`src/rtl/i2s_frame_pkg.sv`:
```
package i2s_frame_pkg;
  localparam int SAMPLE_W_DEF = 16;
  localparam int DIV_W_DEF    = 6;
  localparam int PAD_W_DEF    = 4;

  // bit position counter must hold twice the longest slot
  function automatic int pos_width(input int word_w, input int pad_w);
    return $clog2(2 * (word_w + (1 << pad_w) - 1) + 1);
  endfunction
endpackage

```
`src/rtl/i2s_prescale.sv`:
```
module i2s_prescale #(
  parameter int DIV_W = 6
) (
  input  logic             clk_i,
  input  logic             rst_ni,
  input  logic             restart_i,
  input  logic [DIV_W-1:0] div_i,
  output logic             tick_o
);
  logic [DIV_W-1:0] cnt_q, cnt_d;

  assign tick_o = (cnt_q == div_i - 1'b1);

  always_comb begin
    cnt_d = cnt_q;
    if (restart_i)   cnt_d = '0;
    else if (tick_o) cnt_d = '0;
    else             cnt_d = cnt_q + 1'b1;
  end

  always_ff @(posedge clk_i or negedge rst_ni) begin
    if (!rst_ni) cnt_q <= '0;
    else         cnt_q <= cnt_d;
  end

  assert_pcnt_range_R2: assert property (@(posedge clk_i) disable iff (!rst_ni)
    cnt_q < div_i);
endmodule

```
`src/rtl/i2s_bitclk.sv`:
```
module i2s_bitclk #(
  parameter int DIV_W = 6
) (
  input  logic             clk_i,
  input  logic             rst_ni,
  input  logic             restart_i,
  input  logic             tick_i,
  input  logic [DIV_W-1:0] div_i,
  output logic             bck_o,
  output logic             fall_o
);
  logic [DIV_W-1:0] cnt_q, cnt_d, low_len;
  logic             bck_q, bck_d, cnt_en;

  assign low_len = div_i - (div_i >> 1);
  assign fall_o  = tick_i && (cnt_q == div_i - 1'b1);
  assign cnt_en  = restart_i | tick_i;
  assign bck_o   = bck_q;

  always_comb begin
    cnt_d = cnt_q;
    if (restart_i)   cnt_d = '0;
    else if (fall_o) cnt_d = '0;
    else if (tick_i) cnt_d = cnt_q + 1'b1;
    bck_d = restart_i ? 1'b0 : (cnt_d >= low_len);
  end

  always_ff @(posedge clk_i or negedge rst_ni) begin
    if (!rst_ni) begin
      cnt_q <= '0;
      bck_q <= 1'b0;
    end else if (cnt_en) begin
      cnt_q <= cnt_d;
      bck_q <= bck_d;
    end
  end

  assert_bcnt_range_R2: assert property (@(posedge clk_i) disable iff (!rst_ni)
    cnt_q < div_i);
  assert_fall_from_high_R2: assert property (@(posedge clk_i) disable iff (!rst_ni)
    fall_o |-> bck_q);
  assert_bck_moves_on_tick_R2: assert property (@(posedge clk_i) disable iff (!rst_ni)
    $rose(bck_q) |-> $past(tick_i));
endmodule

```
`src/rtl/i2s_framer.sv`:
```
module i2s_framer #(
  parameter int WORD_W = 16,
  parameter int PAD_W  = 4,
  parameter int POS_W  = 6
) (
  input  logic              clk_i,
  input  logic              rst_ni,
  input  logic              restart_i,
  input  logic              shift_i,
  input  logic [PAD_W-1:0]  pad_i,
  input  logic [WORD_W-1:0] left_i,
  input  logic [WORD_W-1:0] right_i,
  input  logic              valid_i,
  output logic              ws_o,
  output logic              sd_o,
  output logic              frame_end_o
);
  logic [POS_W-1:0]  pos_q, pos_d, slot_cur, slot_nxt;
  logic [PAD_W-1:0]  pad_q, pad_d;
  logic [WORD_W-1:0] left_q, left_d, right_q, right_d, sh_q, sh_d;
  logic              ws_q, ws_d, upd_en;

  assign slot_cur    = POS_W'(WORD_W) + POS_W'(pad_q);
  assign frame_end_o = shift_i && (pos_q == (slot_cur << 1) - 1'b1);
  assign upd_en      = restart_i | shift_i;
  assign ws_o        = ws_q;
  assign sd_o        = sh_q[WORD_W-1];

  always_comb begin
    pos_d   = pos_q;
    pad_d   = pad_q;
    left_d  = left_q;
    right_d = right_q;
    sh_d    = sh_q;
    if (restart_i) begin
      pad_d = pad_i;
      pos_d = '0;
      if (valid_i) begin
        left_d  = left_i;
        right_d = right_i;
      end
    end else if (shift_i) begin
      pos_d = pos_q + 1'b1;
    end
    slot_nxt = POS_W'(WORD_W) + POS_W'(pad_d);
    if (restart_i)                sh_d = left_d;
    else if (pos_d == slot_nxt)   sh_d = right_q;
    else if (shift_i)             sh_d = {sh_q[WORD_W-2:0], 1'b0};
    ws_d = (pos_d >= slot_nxt - 1'b1) && (pos_d <= (slot_nxt << 1) - 2'd2);
  end

  always_ff @(posedge clk_i or negedge rst_ni) begin
    if (!rst_ni) begin
      pos_q   <= '0;
      pad_q   <= '0;
      left_q  <= '0;
      right_q <= '0;
      sh_q    <= '0;
      ws_q    <= 1'b0;
    end else if (upd_en) begin
      pos_q   <= pos_d;
      pad_q   <= pad_d;
      left_q  <= left_d;
      right_q <= right_d;
      sh_q    <= sh_d;
      ws_q    <= ws_d;
    end
  end

  assert_pos_range_R4: assert property (@(posedge clk_i) disable iff (!rst_ni)
    pos_q < (slot_cur << 1));
  assert_ws_lead_R6: assert property (@(posedge clk_i) disable iff (!rst_ni)
    $rose(ws_q) |-> (pos_q == slot_cur - 1'b1));
  assert_ws_end_R6: assert property (@(posedge clk_i) disable iff (!rst_ni)
    $fell(ws_q) |-> (pos_q == (slot_cur << 1) - 1'b1));
  assert_hold_sample_R8: assert property (@(posedge clk_i) disable iff (!rst_ni)
    (restart_i && !valid_i) |=> $stable(left_q) && $stable(right_q));
endmodule

```
`src/rtl/i2s_frame_gen.sv`:
```
module i2s_frame_gen
  import i2s_frame_pkg::*;
#(
  parameter int WORD_W = SAMPLE_W_DEF,
  parameter int DIV_W  = DIV_W_DEF,
  parameter int PAD_W  = PAD_W_DEF
) (
  input  logic              clk_i,
  input  logic              rst_ni,
  input  logic [DIV_W-1:0]  pre_div_i,
  input  logic [DIV_W-1:0]  bck_div_i,
  input  logic [PAD_W-1:0]  pad_bits_i,
  input  logic [WORD_W-1:0] smp_left_i,
  input  logic [WORD_W-1:0] smp_right_i,
  input  logic              smp_valid_i,
  output logic              smp_ready_o,
  output logic              bck_o,
  output logic              ws_o,
  output logic              sd_o
);
  localparam int POS_W = pos_width(WORD_W, PAD_W);

  logic [1:0]       rs_q;
  logic             rst_n, boot_q, load, frame_end, pre_tick, bit_fall;
  logic [DIV_W-1:0] d1_q, d1_d, d2_q, d2_d, d1_eff, d2_eff;

  // asynchronous assert, synchronous release
  always_ff @(posedge clk_i or negedge rst_ni) begin
    if (!rst_ni) rs_q <= 2'b00;
    else         rs_q <= {rs_q[0], 1'b1};
  end
  assign rst_n = rs_q[1];

  assign load        = (rst_n & ~boot_q) | frame_end;
  assign smp_ready_o = load;
  assign d1_eff      = (pre_div_i == '0) ? DIV_W'(1) : pre_div_i;
  assign d2_eff      = (bck_div_i < DIV_W'(2)) ? DIV_W'(2) : bck_div_i;

  always_comb begin
    d1_d = load ? d1_eff : d1_q;
    d2_d = load ? d2_eff : d2_q;
  end

  always_ff @(posedge clk_i or negedge rst_n) begin
    if (!rst_n) begin
      boot_q <= 1'b0;
      d1_q   <= DIV_W'(1);
      d2_q   <= DIV_W'(2);
    end else begin
      boot_q <= 1'b1;
      if (load) begin
        d1_q <= d1_d;
        d2_q <= d2_d;
      end
    end
  end

  i2s_prescale #(.DIV_W(DIV_W)) u_pre (
    .clk_i(clk_i), .rst_ni(rst_n), .restart_i(load),
    .div_i(d1_q), .tick_o(pre_tick));

  i2s_bitclk #(.DIV_W(DIV_W)) u_bck (
    .clk_i(clk_i), .rst_ni(rst_n), .restart_i(load), .tick_i(pre_tick),
    .div_i(d2_q), .bck_o(bck_o), .fall_o(bit_fall));

  i2s_framer #(.WORD_W(WORD_W), .PAD_W(PAD_W), .POS_W(POS_W)) u_frm (
    .clk_i(clk_i), .rst_ni(rst_n), .restart_i(load), .shift_i(bit_fall),
    .pad_i(pad_bits_i), .left_i(smp_left_i), .right_i(smp_right_i),
    .valid_i(smp_valid_i), .ws_o(ws_o), .sd_o(sd_o), .frame_end_o(frame_end));

  assert_div_clamp_R3: assert property (@(posedge clk_i) disable iff (!rst_n)
    (d1_q != '0) && (d2_q >= DIV_W'(2)));
  assert_sd_on_fall_R7: assert property (@(posedge clk_i) disable iff (!rst_n)
    (!$stable(sd_o) && $past(boot_q)) |-> $fell(bck_o));
  assert_ws_on_fall_R7: assert property (@(posedge clk_i) disable iff (!rst_n)
    (!$stable(ws_o) && $past(boot_q)) |-> $fell(bck_o));
  assert_ready_at_high_R4: assert property (@(posedge clk_i) disable iff (!rst_n)
    (smp_ready_o && boot_q) |-> bck_o);
endmodule

```
`config.mk`:
```
export PLATFORM = sky130hd
export DESIGN_NAME = i2s_frame_gen
export DESIGN_NICKNAME = d
export VERILOG_FILES = /design/src/rtl/i2s_frame_pkg.sv /design/src/rtl/i2s_prescale.sv /design/src/rtl/i2s_bitclk.sv /design/src/rtl/i2s_framer.sv /design/src/rtl/i2s_frame_gen.sv
export SDC_FILE = /design/constraint.sdc
export NUM_CORES = 1
export LEC_CHECK = 0
export BUFFER_PORTS_ARGS = -buffer_cell sky130_fd_sc_hd__buf_2
export CORE_ASPECT_RATIO = 1.25
export CORE_UTILIZATION = 46
export DETAILED_ROUTE_END_ITERATION = 10
export GPL_ROUTABILITY_DRIVEN = 1
export GPL_TIMING_DRIVEN = 0
export PLACE_DENSITY_LB_ADDON = 0.1
export SKIP_LAST_GASP = 1
export SLEW_MARGIN = 20
export SYNTH_ARGS = -nofsm -noshare
export SYNTH_HDL_FRONTEND = slang
export SYNTH_HIERARCHICAL = 1
export SYNTH_SLANG_ARGS = --single-unit
```
`constraint.sdc`:
```
create_clock -name clk_i -period 4.6 [get_ports clk_i]
set_input_delay 0.92 -clock clk_i [delete_from_list [all_inputs] [get_ports clk_i]]
set_output_delay 0.92 -clock clk_i [all_outputs]
set_load 0.01 [all_outputs]
```
==> metrics.txt <==
status=finished with violations; most frequent cells after synthesis=85 x sky130_fd_sc_hd__dfrtp_1, 47 x sky130_fd_sc_hd__mux2_2, 43 x sky130_fd_sc_hd__a21oi_1; via count=3704; global-route wire length before repair=17900 microns; type of the setup path with the least slack=flip-flop to flip-flop; relative contribution of combinational cells to total power=0.270; setup repair after global routing missed its margin=true; switching part of the total power=0.306; Core Box Area=10600 sq um; crit-path leading delay family=simple AND/OR/NAND/NOR gates; final total power=2.39 mW; post-detailed-placement half-perimeter wirelength=7830 microns; endpoints failing hold=0; required time of the critical path=4.83 ns; area leader, netlist=sky130_fd_sc_hd__dfrtp_1; count of buffer and inverter cells on the critical path=6; shortest period the worst path allows=5.15 ns; final setup skew=0.00743 ns; Arrival @ worst endpoint=5.39 ns; number of antenna violations at the first check in global routing=0; Post-synth EDFFs=0; number of input and output port buffers inserted=54; number of synthesis warnings=6; Clock Sinks=87; most common cell in the netlist=sky130_fd_sc_hd__dfrtp_1; path class of the lowest-slack min-delay path=flip-flop to asynchronous set/reset pin; Seq pwr share=0.410; layout cells sized above 1=0.382; number of standard cells in the layout, taps in and fillers out=679; maximum number of pins on one net before global-route repair=46; total of max-cap violations=0; average size of a mapped cell=11.2 sq um; fraction of the yosys area taken by sequential cells=0.434; synthesis-stage register bit count=87; Root Driver=sky130_fd_sc_hd__clkbuf_16; H-tree lvl count=3; Die ar.=11300 sq um; synthesized instance count=448; Horiz. Die Dim=95.5 microns; Post-synth ARST share=1.00; IO Pins=55; Slew Limit Fails=0; most repeated library cell on the critical path=sky130_fd_sc_hd__a2111oi_4; Pwr Density=372 nW/um^2; endpoint kind of the worst setup timing path=flip-flop; diode count=0; part of the cycle the worst path needs=1.12; starting utilization of the core area=0.473; filler cell count in the final layout=912; achievable frequency=194 MHz; number of global-route vias before repair=3755; setup total negative slack=-6.69 ns; cell types with the largest area share after synthesis=sky130_fd_sc_hd__dfrtp_1 42%, sky130_fd_sc_hd__mux2_2 11%, sky130_fd_sc_hd__ha_1 7.7%, sky130_fd_sc_hd__xnor2_1 4.4%, sky130_fd_sc_hd__a21oi_1 4.3%; Die Span Y=119 microns; internal power summed over all cells=1.66 mW; clock network fraction of design power=0.320; cell leakage power=2.95 nW; CTS tree=built; biggest cell delay along the critical path=0.53 ns; per-cell via count in the routed design=5.46; number of buffers inserted for hold repair after clock tree synthesis=0; fin nets=625; worst hold slack=0.334 ns; post-placement setup slack=-1.81 ns; normalized max-slew margin=0.510; number of placed instances, taps included=636; post-detailed-route wirelength per cell=16.3 microns; weighted congestion reported at the end of routability-driven placement=0.759; maximum resistive drop on vdd=0.228 mV; remaining global-route overflow=0; P_sw=732 uW; cell area after synthesis=5020 sq um; post-CTS clock slew at the launch and capture registers of the worst setup and hold paths=0.07 ns; Critical-path top delay cell=sky130_fd_sc_hd__or4_4; standard-cell rows=42; clock insertion delay at the later pin of the skew report=0.34 ns; failing checks=negative setup slack; relative area change from synthesis to final layout=28.0%; launching element type of the critical path=flip-flop; combined global-route utilization of all metal layers=0.205; number of setup violations in the final report=18; transition time of the tightest slew-check pin=0.736 ns; first drt pass iteration count=4; crit path setup slack, layout=-0.554 ns; post-synthesis cell type count=61; remaining antenna violation count after routing=0; detailed router's first-iteration violation count=130; Routed Wire Length=11100 microns; share of the synthesized area in the top cell type=0.423; DRC Markers=0; maximum clock insertion buffer count=2; maximum fanout encountered on the critical timing path=7; TritonCTS buffer count=9; prevailing post-synth register cell=sky130_fd_sc_hd__dfrtp_1
path summary, 6_finish.rpt:
| path | start | to | slack, ns | depth (start not counted) |
|---|---|---|---|---|
| worst max-delay path | d1_q[2] | u_frm/ws_o | -0.55 | 25 |
| worst min-delay path | rs_q[1] | d1_q[2] | 0.33 | 0 |
| worst max register to register | d1_q[2] | u_frm/ws_o | -0.55 | 25 |
| min in group clk_i | rs_q[0] | rs_q[1] | 0.36 | 0 |
| worst min register to register | rs_q[1] | d1_q[2] | 0.33 | 0 |
| max in group asynchronous | rs_q[1] | u_frm/right_q[13] | 3.61 | 1 |
logic make-up after synthesis:
| kind of cell | after synthesis | synth area share |
|---|---|---|
| compound gates | 97 | 0.128 |
| xor+xnor | 38 | 0.0700 |
| fa+ha+maj | 34 | 0.0852 |
| buf+inv | 44 | 0.0431 |
| flops | 87 | 0.434 |
| mux | 68 | 0.150 |
| other cells | 1 | 0.000746 |
| simple gates | 79 | 0.0889 |
routing by layer:
metal  track usage  routed length (microns)  up-vias
li1              -                        -     1794
met1         0.252                     4680     1830
met2         0.359                     5780       70
met3        0.0428                      492       10
met4        0.0513                      123        0
met5             0                        0        -
layout by cell type, fill, tap and decap left out, types with 3 or more instances in the layout:
master and n:
sky130_fd_sc_hd__xor2_1 12, sky130_fd_sc_hd__nand2_1 7, sky130_fd_sc_hd__mux2_4 3, sky130_fd_sc_hd__buf_2 54
sky130_fd_sc_hd__o2111ai_4 3, sky130_fd_sc_hd__mux2i_2 3, sky130_fd_sc_hd__a2111oi_4 3, sky130_fd_sc_hd__a21oi_2 3
sky130_fd_sc_hd__a21o_1 5, sky130_fd_sc_hd__buf_6 5, sky130_fd_sc_hd__buf_4 26, sky130_fd_sc_hd__mux2i_1 16
sky130_fd_sc_hd__nand4_1 4, sky130_fd_sc_hd__ha_4 6, sky130_fd_sc_hd__o21bai_1 3, sky130_fd_sc_hd__nor2b_1 4
sky130_fd_sc_hd__clkbuf_1 4, sky130_fd_sc_hd__o21ai_0 5, sky130_fd_sc_hd__nor2_1 16, sky130_fd_sc_hd__o22ai_1 15
sky130_fd_sc_hd__ha_1 25, sky130_fd_sc_hd__inv_2 3, sky130_fd_sc_hd__inv_1 23, sky130_fd_sc_hd__buf_12 3
sky130_fd_sc_hd__a21oi_1 41, sky130_fd_sc_hd__clkbuf_16 12, sky130_fd_sc_hd__mux2_2 46, sky130_fd_sc_hd__nand2b_1 7
sky130_fd_sc_hd__nor3_1 16, sky130_fd_sc_hd__dfrtp_1 84, sky130_fd_sc_hd__xnor2_1 24, sky130_fd_sc_hd__a211oi_1 5
sky130_fd_sc_hd__a21boi_0 3
worst register-to-register path: cells and delay by family (launching register included):
kind / cells / cell delay (ns)
XOR/XNOR: 1 / 0.16
AO/OA/AOI/OAI: 7 / 1.27
flip-flops: 1 / 0.39
adder cells (fa/ha/maj): 3 / 0.79
buffers and inverters: 6 / 0.76
AND/OR/NAND/NOR: 8 / 1.69
through the flow:
step | area (sq um) | utilization
final | 6430 | 0.606
after global routing | 6430 | 0.606
after CTS | 6130 | 0.578
after detailed placement | 5620 | 0.529
after global placement | 5590 | 0.526
after floorplan | 5150 | -
state kept, by name, summed over array words and instances (netlist names):
| signal | flops |
|---|---|
| boot_q | 1 |
| d1_q | 6 |
| d2_q | 6 |
| rs_q | 2 |
| u_bck/bck_o | 1 |
| u_bck/cnt_q | 6 |
| u_frm/left_q | 16 |
| u_frm/pad_q | 4 |
| u_frm/pos_q | 6 |
| u_frm/right_q | 16 |
| u_frm/sh_q | 16 |
| u_frm/ws_o | 1 |
| u_pre/cnt_q | 6 |
what timing repair did:
| action | in CTS | in global routing |
|---|---|---|
| gates cloned | 0 | 1 |
| setup buffers | 15 | 13 |
| pin swaps | 12 | 27 |
| setup endpoints to repair | 64 | 29 |
| gates resized for setup | 19 | 32 |
area by class of cell:
class | count | area (sq um) | area share
multi-input combinational | 318 | 2940 | 0.457
sequential | 87 | 2180 | 0.339
timing repair buffer | 84 | 572 | 0.0889
clock buffer | 10 | 239 | 0.0371
tap | 132 | 165 | 0.0257
buffer | 14 | 148 | 0.0229
inverter | 28 | 109 | 0.0169
clock inverter | 6 | 75.1 | 0.0117
power by group through the flow:
| stage | logic, mW | registers, mW | clock network, mW |
|---|---|---|---|
| floorplan | 0.433 | 0.971 | 0 |
| global placement | 0.526 | 0.997 | 0 |
| detailed placement | 0.555 | 0.997 | 0 |
| CTS | 0.589 | 0.981 | 0.780 |
| global route | 0.712 | 0.998 | 0.814 |
| finish | 0.646 | 0.980 | 0.764 |
No activity file was read; power rests on OpenSTA's default activity.
